--- config.mk ---
export PLATFORM = sky130hd
export DESIGN_NAME = mem_mac_engine
export DESIGN_NICKNAME = d
export VERILOG_FILES = /design/src/rtl/mem_mac_engine.sv
export SDC_FILE = /design/constraint.sdc
export NUM_CORES = 2
export LEC_CHECK = 0
export CAP_MARGIN = 20
export CORE_MARGIN = 10
export CORE_UTILIZATION = 24
export DETAILED_ROUTE_END_ITERATION = 7
export DONT_BUFFER_PORTS = 1
export PLACE_DENSITY = 0.45
export SETUP_SLACK_MARGIN = 0.2
export SYNTH_ARGS = -nofsm -noshare
export SYNTH_HDL_FRONTEND = slang
export SYNTH_SLANG_ARGS = --single-unit
--- constraint.sdc ---
create_clock -name clk -period 24.1 [get_ports clk]
set_input_delay 1.205 -clock clk [delete_from_list [all_inputs] [get_ports clk]]
set_output_delay 1.205 -clock clk [all_outputs]
set_load 0.01 [all_outputs]
--- src/rtl/mem_mac_engine.sv ---
module mem_mac_engine #(
  parameter int AW = 32,
  parameter int CW = 32
) (
  input  logic          clk,
  input  logic          rst_n,
  input  logic          start,
  input  logic [1:0]    size_sel,
  input  logic [AW-1:0] in_ptr_a,
  input  logic [AW-1:0] in_ptr_b,
  input  logic [CW-1:0] in_count,
  input  logic [31:0]   in_acc_lo,
  input  logic [31:0]   in_acc_mid,
  input  logic [31:0]   in_acc_hi,
  output logic          busy,
  output logic          done,
  output logic [AW-1:0] out_ptr_a,
  output logic [AW-1:0] out_ptr_b,
  output logic [CW-1:0] out_count,
  output logic [31:0]   out_acc_lo,
  output logic [31:0]   out_acc_mid,
  output logic [31:0]   out_acc_hi,
  output logic          flag_s,
  output logic          flag_o,
  output logic          mem_req,
  output logic [AW-1:0] mem_addr,
  input  logic          mem_ack,
  input  logic [31:0]   mem_rdata
);
  typedef enum logic [2:0] {S_IDLE, S_RDA, S_RDB, S_MAC, S_FIN, S_DONE} state_t;

  state_t        state;
  logic [1:0]    sz;
  logic [AW-1:0] pa, pb;
  logic [CW-1:0] cnt;
  logic [95:0]   acc;
  logic [31:0]   ea, eb, elem, hi_ext;
  logic [2:0]    step;
  logic [63:0]   prod;
  logic          fs, fo;

  always_comb begin
    case (sz)
      2'd0:    elem = {{24{mem_rdata[7]}}, mem_rdata[7:0]};
      2'd1:    elem = {{16{mem_rdata[15]}}, mem_rdata[15:0]};
      default: elem = mem_rdata;
    endcase
  end

  assign step   = (sz == 2'd0) ? 3'd1 : (sz == 2'd1) ? 3'd2 : 3'd4;
  assign prod   = $signed({{32{ea[31]}}, ea}) * $signed({{32{eb[31]}}, eb});
  assign hi_ext = {{16{acc[79]}}, acc[79:64]};

  always_ff @(posedge clk) begin
    if (!rst_n) begin
      state <= S_IDLE;
      sz    <= 2'd0;
      pa    <= '0;
      pb    <= '0;
      cnt   <= '0;
      acc   <= '0;
      ea    <= '0;
      eb    <= '0;
      fs    <= 1'b0;
      fo    <= 1'b0;
    end else begin
      case (state)
        S_IDLE: if (start) begin
          sz    <= size_sel;
          pa    <= in_ptr_a;
          pb    <= in_ptr_b;
          cnt   <= in_count;
          acc   <= {in_acc_hi, in_acc_mid, in_acc_lo};
          state <= (in_count == '0) ? S_FIN : S_RDA;
        end
        S_RDA: if (mem_ack) begin
          ea    <= elem;
          pa    <= pa + {{(AW-3){1'b0}}, step};
          state <= S_RDB;
        end
        S_RDB: if (mem_ack) begin
          eb    <= elem;
          pb    <= pb + {{(AW-3){1'b0}}, step};
          state <= S_MAC;
        end
        S_MAC: begin
          acc   <= acc + {{32{prod[63]}}, prod};
          cnt   <= cnt - {{(CW-1){1'b0}}, 1'b1};
          state <= (cnt == {{(CW-1){1'b0}}, 1'b1}) ? S_FIN : S_RDA;
        end
        S_FIN: begin
          acc[95:64] <= hi_ext;
          fs    <= hi_ext[31];
          fo    <= (hi_ext != 32'h0) && (hi_ext != 32'hFFFF_FFFF);
          state <= S_DONE;
        end
        default: state <= S_IDLE;
      endcase
    end
  end

  assign busy        = (state != S_IDLE);
  assign done        = (state == S_DONE);
  assign mem_req     = (state == S_RDA) || (state == S_RDB);
  assign mem_addr    = (state == S_RDB) ? pb : pa;
  assign out_ptr_a   = pa;
  assign out_ptr_b   = pb;
  assign out_count   = cnt;
  assign out_acc_lo  = acc[31:0];
  assign out_acc_mid = acc[63:32];
  assign out_acc_hi  = acc[95:64];
  assign flag_s      = fs;
  assign flag_o      = fo;
endmodule

# After elaboration in Yosys (flattened, before gate mapping)
# Index checks and enable logic that the tools add are counted.
word_totals:
  regBits: 263
  input_bits: 230
  out_inout_bits: 229
  wordCells: 70
classes:
  add_sub_neg: 4
  n_mul: 1
  n_eq_ne: 11
  mux: 21
  bitwise: 1
  reduce_logical: 20
op_table:
  columns: ["cell", "count"]
  rows:
  - ["$pmux 32 s2", 4]
  - ["$mux 32", 6]
  - ["$pmux 64 s2", 1]
  - ["$add 96x96->96", 1]
  - ["$mux 96", 1]
  - ["$pmux 32 s3", 1]
  - ["$add 32x3->32", 2]
  - ["$mul 32x32->64", 1]
  - ["$eq 32x1->1 const B", 1]
  - ["$logic_not 32->1", 1]
  - ["$ne 32x32->1 const B", 1]
  - ["$reduce_bool 32->1", 1]
  - ["$sub 32x1->32 const B", 1]
  - ["$mux 3", 7]
  - ["$pmux 3 s5", 1]
  - ["$reduce_and 3->1", 4]
  - ["$reduce_and 2->1", 5]
  - ["$eq 3x2->1 const B", 2]
  - ["$eq 3x3->1 const B", 2]
  - ["$ne 2x2->1 const B", 3]
  - ["$reduce_bool 2->1", 3]
  - ["$reduce_bool 3->1", 2]
  - ["$eq 3x1->1 const B", 1]
  - ["$logic_not 3->1", 1]
  - ["5 further kinds", 5]

# Depth between registers and ports, before layout
depth:
  word_depth: 6
  depth_mapped: 42
  ltp_nobuf: 39

# Worst setup path before layout
# No wires, ideal clock.
synth_timing:
  kind: "register -> register"
  from: "register eb[2]"
  to: "register acc[93]"
  setup_ns: 0.062
  t_arrival_ns: 11.179
  t_required_ns: 24.038
  path_slack_ns: 12.859
  stages_incl_launch_ff: 38
  path_buffers: 3
  synth_period_minus_slack_ns: 11.241
  path_cell_list: "dfxtp_1 -> clkbuf_1 -> nand2_1 -> inv_1 -> fa_1 -> fa_1 -> fa_1 -> fa_1 -> inv_1 -> fa_1 -> inv_1 -> fa_1 -> fa_1 -> fa_1 -> ha_1 -> clkbuf_1 -> a21o_1 -> a21o_1 -> [2 not listed] -> nor2_1 -> o21ai_0 -> nor2_1 -> a21oi_1 -> xnor2_1 -> ha_1 -> clkbuf_1 -> a21o_1 -> a21o_1 -> a21o_1 -> a21o_1 -> a21oi_1 -> nor2_1 -> or3_1 -> nor2_1 -> o221ai_1 -> or3b_1 -> nand3_1"
synth_between:
  elab_chain_len: 3
synth_rtl:
  columns: ["item", "line_no", "text"]
  rows:
  - ["start: declaration", "37", "logic [31:0] ea, eb, elem, hi_ext;"]
  - ["start signal: assignment", "82", "eb <= elem;"]
  - ["$mul 32x32->64", "51", "assign prod = $signed({{32{ea[31]}}, ea}) * $signed({{32{eb[31]}}, eb});"]
  - ["$add 96x96->96", "87", "acc <= acc + {{32{prod[63]}}, prod};"]
  - ["$pmux 32 s3", "67", "case (state)"]
  - ["end signal: assignment", "73", "acc <= {in_acc_hi, in_acc_mid, in_acc_lo};"]
  - ["end signal: assignment", "87", null]
  - ["end signal: assignment", "92", "acc[95:64] <= hi_ext;"]
  - ["end: declaration", "36", "logic [95:0] acc;"]
# No other way between the ends.
# A chain may end at the register's enable or synchronous reset.

# Worst setup path in the final report
layout_timing:
  from: "register ea[9]"
  to: "register acc[91]"
layout_between:
  elab_chain_len: 3
layout_rtl:
  columns: ["item", "line_no", "text"]
  rows:
  - ["start: declaration", "37", null]
  - ["start signal: assignment", "77", "ea <= elem;"]
  - ["$mul 32x32->64", "51", null]
  - ["$add 96x96->96", "87", null]
  - ["$pmux 32 s3", "67", null]
# No other way between the ends.

==> impl_metrics.ini <==
[outcome]
outcome = finished, final reports clean

[clocking]
cts_tree = done
cts.repair.resized = 0
htree_levels = 2
cts.reportedPaths.clkPinSlew_ns = 0.06
cts_hold_buf = 0
clk_latency_ns = 0.63
post_cts_buffers = 0
ctsRootBufferMaster = clkbuf_16
cts_inserted_buffers = 34
clock_sinks = 263
cts_buffer_depth = 3

[critical_path]
r2r_cells = 37
critPathMaxStageDelay_ns = 0.69
path_buf_inv = 6
r2r-end = acc[91]$_SDFFE_PN0P_
cp_max_fo = 24
worst-r2r-setup-slack_ns = 12.17
crit_slowest_cell = o311ai_0
crit_path_start_kind = register
path_class = reg2reg
required_ns = 24.57
cpMostUsedCell = fa_1
crit_arrival_ns = 12.40
crit_family = compound AO/OA/AOI/OAI gates
r2r_start = ea[9]$_SDFFE_PN0P_
crit_path_end_kind = register

[grt]
grt_pass1_vias = 46693
overflow = 0
grt_pass1_wl_mm = 322
grt_start_max_net_pins = 97
antenna_found_initial = 27
grt_usage = 0.168

[placed_design]
port-buffer-count = 0
gp_congestion = 0.901
dp_cells = 9174
dp_hpwl_mm = 175
pre_cts_slack_ns = 12.34

[drt]
drt-initial-drc-count = 3049
drc = 0
viasPerCell = 4.81
avgRoutedWirePerCell_microns = 22.8
vias = 44465
wirelength_mm = 210
antenna_left = 0
dr.pass1.iters = 7

[yosys]
synth_edf_count = 0
async_flop_share = 0
ys_seq_area_frac = 0.0962
synthTopCellsByCount = fa_1 (1085), inv_1 (981), nand2_1 (919)
synth.most_common_cell = fa_1
synth_top_area_cell = fa_1
synth_seq_cells = 263
ys_types = 85
yosysTopAreaCellShare = 0.397
postSynthAreaPerCell_sq_um = 8.46
syn-num-nets = 8082
synth_cells = 6474
synth_flop_cell = dfxtp_1
syn-cell-area_sq_um = 54700
yosysWarningCount = 0
synth_area_leaders = fa_1 (40%), dfxtp_1 (9.6%), inv_1 (6.7%)

[flow_run]
max_cap_violations = 0

[power_and_ir_drop]
p_comb_frac = 0.552
pwr-share-seq = 0.258
internal_power_w = 0.00131
p_sw_frac = 0.542
power.leakage_nw = 27.7
power_density_nw_per_um2 = 48.6
p_sw_w = 0.00155
p_clk_frac = 0.190
ir_drop_uv = 46.7

[timing]
fmax_ghz = 0.0838
setup_violations = 0
setup-tns-final_ns = 0
maxSlewHeadroom = 0.292
worst_slew_pin_slew_ns = 1.06
slew_viol_final = 0
fin_crit_ns = 11.93
rsz0062_at_grt = false
hold_ws_ns = 0.501
hold_violations = 0
skew_ns = 0.0401
timing.final.ws_setup_ns = 12.17
fin_crit_sh = 0.495

[die]
coreArea_sq_um = 227000
start_util = 0.241
die_w_microns = 498
die-area_sq_um = 248000
die_h_microns = 498
ios = 459
rows = 175

[layout]
finalNonFillerCells = 9246
fillCellCount = 24604
final_core_util = 0.259
syn_to_final_growth_pct = 7.60
drive_above_1_share = 0.0313
nNetsFinal = 7810

[hold_path]
hold_depth = 2
hold_path.class = reg2reg
min_from = eb[22]$_SDFFE_PN0P_
min_to = eb[22]$_SDFFE_PN0P_
[logic make-up (layout without fill, tap and decap cells)]
family,Yosys count,in the layout,share of synthesized area
fa+ha+maj,1378,1378,0.464
xor+xnor,156,156,0.0252
other cells,0,11,0
buf+inv,1374,1126,0.0945
mux,9,9,0.00165
flops,263,263,0.0962
simple gates,2218,2218,0.191
compound gates,1076,1076,0.127
[sequential cells by signal, indices dropped and copies added (netlist names)]
register,flops
out_ptr_a,32
flag_s,1
out_ptr_b,32
out_count,32
sz,2
ea,32
acc,96
flag_o,1
state,3
eb,32
[how the worst max path moves through the flow]
| stage | to | depth (start not counted) | from | slack (ns) |
|---|---|---|---|---|
| 2_1_floorplan | acc[93]$_SDFFE_PN0P_ | 37 | eb[2]$_SDFFE_PN0P_ | 12.86 |
| 3_3_place_gp | acc[80]$_SDFFE_PN0P_ | 35 | eb[13]$_SDFFE_PN0P_ | 12.24 |
| 3_5_place_dp | acc[91]$_SDFFE_PN0P_ | 37 | ea[9]$_SDFFE_PN0P_ | 12.34 |
| 4_1_cts | acc[91]$_SDFFE_PN0P_ | 37 | ea[9]$_SDFFE_PN0P_ | 12.25 |
| 5_1_grt | acc[91]$_SDFFE_PN0P_ | 37 | ea[9]$_SDFFE_PN0P_ | 11.54 |
| 6_report | acc[91]$_SDFFE_PN0P_ | 37 | ea[9]$_SDFFE_PN0P_ | 12.17 |
[area by class of cell]
cell class	instances	area (sq um)	area share
Clock buffer	49	977	0.0166
Clock inverter	11	130	0.00221
Timing Repair Buffer	85	656	0.0111
Inverter	981	3690	0.0626
Tap cell	3009	3760	0.0639
Antenna cell	11	27.5	0.000467
Sequential cell	263	5270	0.0895
Multi-Input combinational cell	4837	44400	0.754
[layout by cell type (no fill, tap or decap), types with 30 or more instances in the layout]
cell type | netlist | final
nor3_1 | 45 | 45
nor2_1 | 390 | 384
a311oi_1 | 63 | 63
and3_1 | 49 | 49
o21ai_0 | 167 | 167
fa_1 | 1085 | 1085
nand4_1 | 67 | 67
inv_1 | 981 | 980
nand3_1 | 85 | 85
buf_4 | 0 | 83
ha_1 | 293 | 293
a31oi_1 | 30 | 30
xnor2_1 | 95 | 94
a211oi_1 | 101 | 101
clkbuf_16 | 0 | 34
nand2_1 | 919 | 918
and2_1 | 536 | 535
a21oi_1 | 367 | 366
dfxtp_1 | 263 | 258
a21o_1 | 114 | 114
xor2_1 | 60 | 60
[tightest hold or removal path, delay by kind of cell (launching register included)]
kind	cells	cell delay (ns)
and+or+nand+nor	1	0.10
DFF	1	0.30
AOI/OAI and AO/OA	1	0.05
[routing by layer]
layer / up-vias / share of wire / global-route usage / wire length, microns
li1: 19994 / - / - / -
met2: 1278 / 0.47 / 0.276 / 98600
met3: 213 / 0.069 / 0.0361 / 14400
met1: 22954 / 0.44 / 0.224 / 92000
met4: 26 / 0.025 / 0.0390 / 5210
met5: - / 0.00088 / 0 / 185
[power by group through the flow]
| stage | combinational [W] | sequential [W] | clock (W) |
|---|---|---|---|
| after detailed placement | 0.00156 | 0.000746 | 0 |
| after CTS | 0.00158 | 0.000736 | 0.000563 |
| after global placement | 0.00156 | 0.000746 | 0 |
| after floorplan | 0.00105 | 0.000627 | 0 |
| final | 0.00158 | 0.000737 | 0.000544 |
| after global routing | 0.00173 | 0.000742 | 0.000573 |
[stage by stage]
step	instance area, sq um	total power (W)
after floorplan	54700	0.00168
after global placement	57700	0.00231
after detailed placement	57800	0.00230
after CTS	58900	0.00288
after global routing	58900	0.00304
final	58900	0.00286
Note: power is estimated with default switching activity, not from simulation.
